==> config.mk <==
export PLATFORM = sky130hd
export DESIGN_NAME = eint_frontend
export DESIGN_NICKNAME = d
export VERILOG_FILES = /design/src/rtl/eint_pkg.sv /design/src/rtl/eint_sync.sv /design/src/rtl/eint_glitch_filter.sv /design/src/rtl/eint_edge_latch.sv /design/src/rtl/eint_frontend.sv
export SDC_FILE = /design/constraint.sdc
export NUM_CORES = 1
export LEC_CHECK = 0
export BUFFER_PORTS_ARGS = -buffer_cell sky130_fd_sc_hd__buf_2
export CORE_AREA = 2 2 54 67
export CTS_BUF_LIST = sky130_fd_sc_hd__clkbuf_8
export DETAILED_ROUTE_END_ITERATION = 7
export DIE_AREA = 0 0 56 69
export MAX_ROUTING_LAYER = met4
export PLACE_DENSITY = 0.72
export SLEW_MARGIN = 20
export SYNTH_ARGS = -nofsm -noshare
export SYNTH_HDL_FRONTEND = slang
export SYNTH_SLANG_ARGS = --single-unit
export TNS_END_PERCENT = 5
==> constraint.sdc <==
create_clock -name clk_i -period 2.6 [get_ports clk_i]
set_clock_uncertainty 0.2 [all_clocks]
set_input_delay 0.39 -clock clk_i [delete_from_list [all_inputs] [get_ports clk_i]]
set_output_delay 0.39 -clock clk_i [all_outputs]
set_load 0.02 [all_outputs]
==> src/rtl/eint_pkg.sv <==
package eint_pkg;

    typedef enum logic {
        EDGE_RISE = 1'b0,
        EDGE_FALL = 1'b1
    } edge_pol_e;

    localparam int unsigned DEF_LONG_LIMIT  = 63;
    localparam int unsigned DEF_SHORT_LIMIT = 15;
    localparam int unsigned DEF_BASE_LIMIT  = 2;

    typedef struct packed {
        logic      level;
        logic      prev;
        edge_pol_e pol;
        logic      gate;
    } edge_view_t;

    // Filter length for the noisy pin, chosen by the short-select bit.
    function automatic int unsigned pick_limit(input logic short_sel,
                                               input int unsigned long_lim,
                                               input int unsigned short_lim);
        return short_sel ? short_lim : long_lim;
    endfunction

    // Event for one pin from the previous and current filtered level.
    function automatic logic edge_hit(input edge_view_t v);
        logic rise, fall;
        rise = v.level & ~v.prev;
        fall = ~v.level & v.prev;
        return v.gate & ((v.pol == EDGE_FALL) ? fall : rise);
    endfunction

endpackage

==> src/rtl/eint_sync.sv <==
module eint_sync #(
    parameter int unsigned NP = 4
) (
    input  logic          clk_i,
    input  logic          rst_i,
    input  logic [NP-1:0] async_i,
    output logic [NP-1:0] sync_o
);
    logic [NP-1:0] stage1_q;
    logic [NP-1:0] stage2_q;

    always_ff @(posedge clk_i) begin
        if (rst_i) begin
            stage1_q <= '0;
            stage2_q <= '0;
        end else begin
            stage1_q <= async_i;
            stage2_q <= stage1_q;
        end
    end

    assign sync_o = stage2_q;
endmodule

==> src/rtl/eint_glitch_filter.sv <==
module eint_glitch_filter #(
    parameter int unsigned CW = 6
) (
    input  logic          clk_i,
    input  logic          rst_i,
    input  logic          din_i,
    input  logic [CW-1:0] limit_i,
    output logic          dout_o
);
    logic [CW-1:0] run_q;
    logic          level_q;
    logic [CW:0]   run_next;

    assign run_next = {1'b0, run_q} + {{CW{1'b0}}, 1'b1};

    always_ff @(posedge clk_i) begin
        if (rst_i) begin
            run_q   <= '0;
            level_q <= 1'b0;
        end else if (din_i == level_q) begin
            // Input agrees with the output (or bounced back): restart.
            run_q <= '0;
        end else if (run_next >= {1'b0, limit_i}) begin
            level_q <= din_i;
            run_q   <= '0;
        end else begin
            run_q <= run_next[CW-1:0];
        end
    end

    assign dout_o = level_q;
endmodule

==> src/rtl/eint_edge_latch.sv <==
module eint_edge_latch
    import eint_pkg::*;
#(
    parameter int unsigned NP = 4
) (
    input  logic          clk_i,
    input  logic          rst_i,
    input  logic [NP-1:0] level_i,
    input  logic [NP-1:0] fall_sel_i,
    input  logic [NP-1:0] gate_i,
    input  logic [NP-1:0] clr_i,
    output logic [NP-1:0] latch_o
);
    logic [NP-1:0] prev_q;
    logic [NP-1:0] hit;
    logic [NP-1:0] latch_q;

    for (genvar g = 0; g < NP; g++) begin : g_hit
        edge_view_t view;
        always_comb begin
            view.level = level_i[g];
            view.prev  = prev_q[g];
            view.pol   = edge_pol_e'(fall_sel_i[g]);
            view.gate  = gate_i[g];
            hit[g]     = edge_hit(view);
        end
    end

    always_ff @(posedge clk_i) begin
        if (rst_i) begin
            prev_q  <= '0;
            latch_q <= '0;
        end else begin
            prev_q  <= level_i;
            // A new event outranks a clear in the same cycle.
            latch_q <= (latch_q & ~clr_i) | hit;
        end
    end

    assign latch_o = latch_q;
endmodule

==> src/rtl/eint_frontend.sv <==
module eint_frontend
    import eint_pkg::*;
#(
    parameter int unsigned NP          = 4,
    parameter int unsigned NOISY_IDX   = 1,
    parameter int unsigned PORT_IDX    = 0,
    parameter int unsigned LONG_LIMIT  = DEF_LONG_LIMIT,
    parameter int unsigned SHORT_LIMIT = DEF_SHORT_LIMIT,
    parameter int unsigned BASE_LIMIT  = DEF_BASE_LIMIT
) (
    input  logic          clk_i,
    input  logic          rst_i,
    input  logic [NP-1:0] pin_i,
    input  logic [NP-1:0] edge_fall_i,
    input  logic          noise_short_i,
    input  logic          pin0_irq_en_i,
    input  logic          pin0_dir_in_i,
    input  logic [NP-1:0] src_en_i,
    input  logic          master_en_i,
    input  logic [NP-1:0] clr_i,
    output logic [NP-1:0] latch_o,
    output logic          irq_o
);
    localparam int unsigned MAXLIM = (LONG_LIMIT > SHORT_LIMIT) ?
                                     ((LONG_LIMIT > BASE_LIMIT) ? LONG_LIMIT : BASE_LIMIT) :
                                     ((SHORT_LIMIT > BASE_LIMIT) ? SHORT_LIMIT : BASE_LIMIT);
    localparam int unsigned CW = $clog2(MAXLIM + 1);

    logic [NP-1:0] synced;
    logic [NP-1:0] filtered;
    logic [NP-1:0] gate;
    logic [NP-1:0] latch;

    eint_sync #(.NP(NP)) u_sync (
        .clk_i   (clk_i),
        .rst_i   (rst_i),
        .async_i (pin_i),
        .sync_o  (synced)
    );

    for (genvar g = 0; g < NP; g++) begin : g_pin
        logic [CW-1:0] limit;
        if (g == NOISY_IDX) begin : g_noisy
            assign limit = CW'(pick_limit(noise_short_i, LONG_LIMIT, SHORT_LIMIT));
        end else begin : g_base
            assign limit = CW'(BASE_LIMIT);
        end

        if (g == PORT_IDX) begin : g_port
            assign gate[g] = pin0_irq_en_i & pin0_dir_in_i;
        end else begin : g_plain
            assign gate[g] = 1'b1;
        end

        eint_glitch_filter #(.CW(CW)) u_filt (
            .clk_i   (clk_i),
            .rst_i   (rst_i),
            .din_i   (synced[g]),
            .limit_i (limit),
            .dout_o  (filtered[g])
        );
    end

    eint_edge_latch #(.NP(NP)) u_latch (
        .clk_i      (clk_i),
        .rst_i      (rst_i),
        .level_i    (filtered),
        .fall_sel_i (edge_fall_i),
        .gate_i     (gate),
        .clr_i      (clr_i),
        .latch_o    (latch)
    );

    assign latch_o = latch;
    assign irq_o   = master_en_i & (|(latch & src_en_i));
endmodule

==> results.txt <==
----------------------------------------------------
[Run status]
  Status ... finished, final reports clean

[Logic synthesis]
  Largest area contributor in the synthesized netlist ... sky130_fd_sc_hd__dfxtp_1
  Yosys warning total ... 0
  Mean cell area of the mapped netlist ... 10.26 sq um
  Share of the synthesized area in the top cell type ... between 50% and 60%
  Number of flops mapped to enable cells by yosys ... 0
  Area contributors post-synth ... sky130_fd_sc_hd__dfxtp_1 (54%), sky130_fd_sc_hd__ha_1 (7.7%), sky130_fd_sc_hd__nor2b_1 (5.8%)
  Async set or reset register ratio after synthesis ... 0%
  FF+latch count, synth ... 44
  Cells after Synth ... roughly 160
  Portion of the post-synthesis area used by sequential elements ... between 50% and 60%
  Dominant synthesized flop cell ... sky130_fd_sc_hd__dfxtp_1
  Number of unique standard cell types used by synthesis ... 33
  Cell area after technology mapping ... 1620 sq um

[STA]
  Number of max-slew violations in the final report ... 0
  Post-Route Setup TNS ... 0 ns
  Time the worst path needs with I/O delays and setup ... between 2 and 2.5 ns
  Measured slew at the worst slew-check pin ... around 0.53 ns
  Final clock period utilization by the worst path ... around 86%
  Max-Slew Margin vs Limit ... 64.16%
  Final hold violations ... 0
  Highest clock frequency the design can meet ... about 0.45 GHz
  Final number of setup-violating endpoints ... 0
  Worst hold margin ... 0.1079 ns
  Unrepaired setup endpoints after global routing ... false

[Clock tree]
  CTS tree ... built
  Clock sinks ... 44
  Longest Clk Path Bufs ... 2
  Clock Tree Root ... sky130_fd_sc_hd__clkbuf_8
  Resize count post-CTS ... 0
  CTS clock-pin slew for the worst setup and hold paths ... 0.07 ns
  Clock buffers created by TritonCTS ... 5
  Count of H-tree levels built during CTS ... 2
  Postcts setup bufs ... 0
  Insertion delay of the later-clocked pin in the worst-skew pair ... between 0.2 and 0.3 ns
  Total of hold buffers inserted after clock tree synthesis ... 0

[Die]
  Num rows ... 23
  Boundary Pins ... 27
  Placeable Area ... around 3200 sq um
  X dimension of the die ... roughly 56 microns
  Y dimension of the die ... ~69 microns
  Starting utilization of the core area ... around half
  Die Outline Area ... 3864 sq um

[GRT]
  Number of global-route vias before repair ... 1,193
  Wire length of the first global-routing pass ... 4823 microns
  Total routing usage reported by global routing ... between 10% and 20%
  Antenna violations before repair ... 0
  Largest net degree at the start of global routing ... 25
  Global route total overflow ... 0

[Drt]
  Detailed Route Iter0 Violations ... 25
  Highest routing layer actually used ... met4
  Detailed Route WL ... ~2700 microns
  Drt wl/cell ... 11.19 microns
  Total via count after detailed routing ... ~1,200
  Vias per cell ... roughly 4.9
  Wire length on met3 ... about 140 microns
  DRC ... 0
  Met2 WL post-DR ... ~1300 microns
  Routed length on met1 ... about 1100 microns
  First-pass DRT Iterations ... 4
  Post-detailed-route count of antenna-violating nets ... 0

[Worst setup path]
  Worst Path Max Fanout ... 6
  Class of the most critical setup path ... flip-flop to flip-flop
  Startpoint type of the worst setup path ... flip-flop
  Crit path DAT ... about 2.2 ns
  Setup crit end kind ... flip-flop
  Required arrival time at the worst endpoint ... ~2.6 ns

[Power]
  Max VDD drop ... between 0.5 and 0.6 mV
  P_leak ... 0.0008765 uW
  PD cells ... 610.0 nW/um^2

[Final layout]
  Nets@finish ... 235
  Layout Area Growth over Synthesis ... 19.23%
  Count of inserted antenna diode cells ... 0
  Number of fill cells in the layout ... between 200 and 300
  Share of layout cells above drive strength 1 ... around a fifth
  Finished Cell Area ... ~1900 sq um

[Place]
  Routability congestion estimate from global placement ... 0.8376
  Dpl hpwl ... a little over 2000 microns
  Number of port buffers ... 26
  Post-Place Cell Area ... 1842 sq um

[Job]
  Number of maximum-capacitance violations ... 0

[Worst hold path]
  Worst min-delay path category ... input pin to flip-flop

----------------------------------------------------
==> cells in the final DEF (no fill, tap or decap), types with 2 or more instances in the layout <==
cell / count
sky130_fd_sc_hd__a21boi_0: 3
sky130_fd_sc_hd__a22oi_1: 2
sky130_fd_sc_hd__nor2_1: 18
sky130_fd_sc_hd__a31o_2: 2
sky130_fd_sc_hd__dfxtp_1: 44
sky130_fd_sc_hd__xnor2_1: 6
sky130_fd_sc_hd__ha_1: 10
sky130_fd_sc_hd__nor2b_1: 15
sky130_fd_sc_hd__conb_1: 15
sky130_fd_sc_hd__a21o_1: 2
sky130_fd_sc_hd__a221oi_1: 3
sky130_fd_sc_hd__nand3_1: 6
sky130_fd_sc_hd__nand4_1: 2
sky130_fd_sc_hd__inv_1: 12
sky130_fd_sc_hd__nor4_1: 5
sky130_fd_sc_hd__clkbuf_8: 6
sky130_fd_sc_hd__nand2_1: 6
sky130_fd_sc_hd__a21oi_1: 5
sky130_fd_sc_hd__buf_2: 26
sky130_fd_sc_hd__xor2_1: 2
==> final timing paths <==
kind	start	endpoint	slack, ns	cells after the start
max reg2reg	g_pin[1].u_filt.run_q[0]$_SDFF_PP0_	g_pin[1].u_filt.dout_o$_SDFFE_PP0P_	0.38	7
min reg2reg	u_sync.stage1_q[1]$_SDFF_PP0_	u_sync.sync_o[1]$_SDFF_PP0_	0.25	1
min	pin_i[1]	u_sync.stage1_q[1]$_SDFF_PP0_	0.11	2
max	g_pin[1].u_filt.run_q[0]$_SDFF_PP0_	g_pin[1].u_filt.dout_o$_SDFFE_PP0P_	0.38	7
==> logic make-up (layout without fill, tap and decap cells) <==
kind of cell / Yosys count / in the layout / share of synthesized area [%]
XOR/XNOR: 8 / 8 / 4.324
buffers and inverters: 12 / 44 / 2.780
multiplexers: 1 / 1 / 0.6949
other: 1 / 15 / 0.2314
flip-flops: 44 / 44 / 54.36
AND/OR/NAND/NOR: 59 / 59 / 18.92
AO/OA/AOI/OAI: 23 / 23 / 10.96
adder cells (fa/ha/maj): 10 / 10 / 7.722
==> final cells by class <==
class	count	area, sq um	share of cell area, %
repair buffers	26	130.1	6.736
clock inverters	2	7.507	0.3886
multi-input cells	116	747.0	38.67
well taps	37	46.29	2.396
inverters	10	37.54	1.943
clock buffers	6	82.58	4.275
flip-flops and latches	44	880.8	45.60
==> flip-flops by register name, summed over array words and instances (netlist names) <==
register             flops
g_pin.u_filt.run_q      24
g_pin.u_filt.dout_o      4
u_latch.latch_o          4
u_latch.prev_q           4
u_sync.stage1_q          4
u_sync.sync_o            4
==> through the flow <==
step	setup slack, ns	power, uW	util [%]	std cells
2_1_floorplan	0.5629	753.4	-	172
3_3_place_gp	0.5102	775.3	57.14	233
3_5_place_dp	0.3775	779.7	57.14	233
4_1_cts	0.3687	1199	59.94	241
5_1_grt	0.2538	1237	59.94	241
6_report	0.3763	1178	59.94	241
==> per-layer routing <==
| layer | vias up | track usage, % |
|---|---|---|
| met5 | - | - |
| met4 | 0 | 10.05 |
| met3 | 6 | 5.816 |
| met2 | 29 | 26.54 |
| met1 | 531 | 17.28 |
| li1 | 611 | - |
==> synthesized netlist by cell type (2+ instances only) <==
cell                       count
sky130_fd_sc_hd__a221oi_1      3
sky130_fd_sc_hd__dfxtp_1      44
sky130_fd_sc_hd__nand3_1       6
sky130_fd_sc_hd__clkbuf_1      2
sky130_fd_sc_hd__xnor2_1       6
sky130_fd_sc_hd__nor4_1        5
sky130_fd_sc_hd__nand4_1       2
sky130_fd_sc_hd__inv_1        10
sky130_fd_sc_hd__nor2b_1      15
sky130_fd_sc_hd__a22oi_1       2
sky130_fd_sc_hd__xor2_1        2
sky130_fd_sc_hd__a21oi_1       5
sky130_fd_sc_hd__a21o_1        2
sky130_fd_sc_hd__nand2_1       6
sky130_fd_sc_hd__ha_1         10
sky130_fd_sc_hd__nor2_1       18
sky130_fd_sc_hd__a21boi_0      3
sky130_fd_sc_hd__a31o_2        2
==> power breakdown <==
| part | switching (uW) | internal, uW | leakage (uW) |
|---|---|---|---|
| Clock | 206 | 209 | 0.0000538 |
| Combinational | 28.8 | 28.8 | 0.000460 |
| Sequential | 10.9 | 695 | 0.000362 |
| Total | 246 | 933 | 0.000876 |
==> critical path, stage by stage, from the launching register on <==
cell and delay (ns):
sky130_fd_sc_hd__dfxtp_1 0.44, sky130_fd_sc_hd__ha_1 0.25, sky130_fd_sc_hd__nand3_1 0.12, sky130_fd_sc_hd__xnor2_1 0.16, sky130_fd_sc_hd__ha_1 0.28, sky130_fd_sc_hd__o2111ai_1 0.16
sky130_fd_sc_hd__o211ai_2 0.18, sky130_fd_sc_hd__mux2_1 0.33
Power figures use the tool's default switching activity.
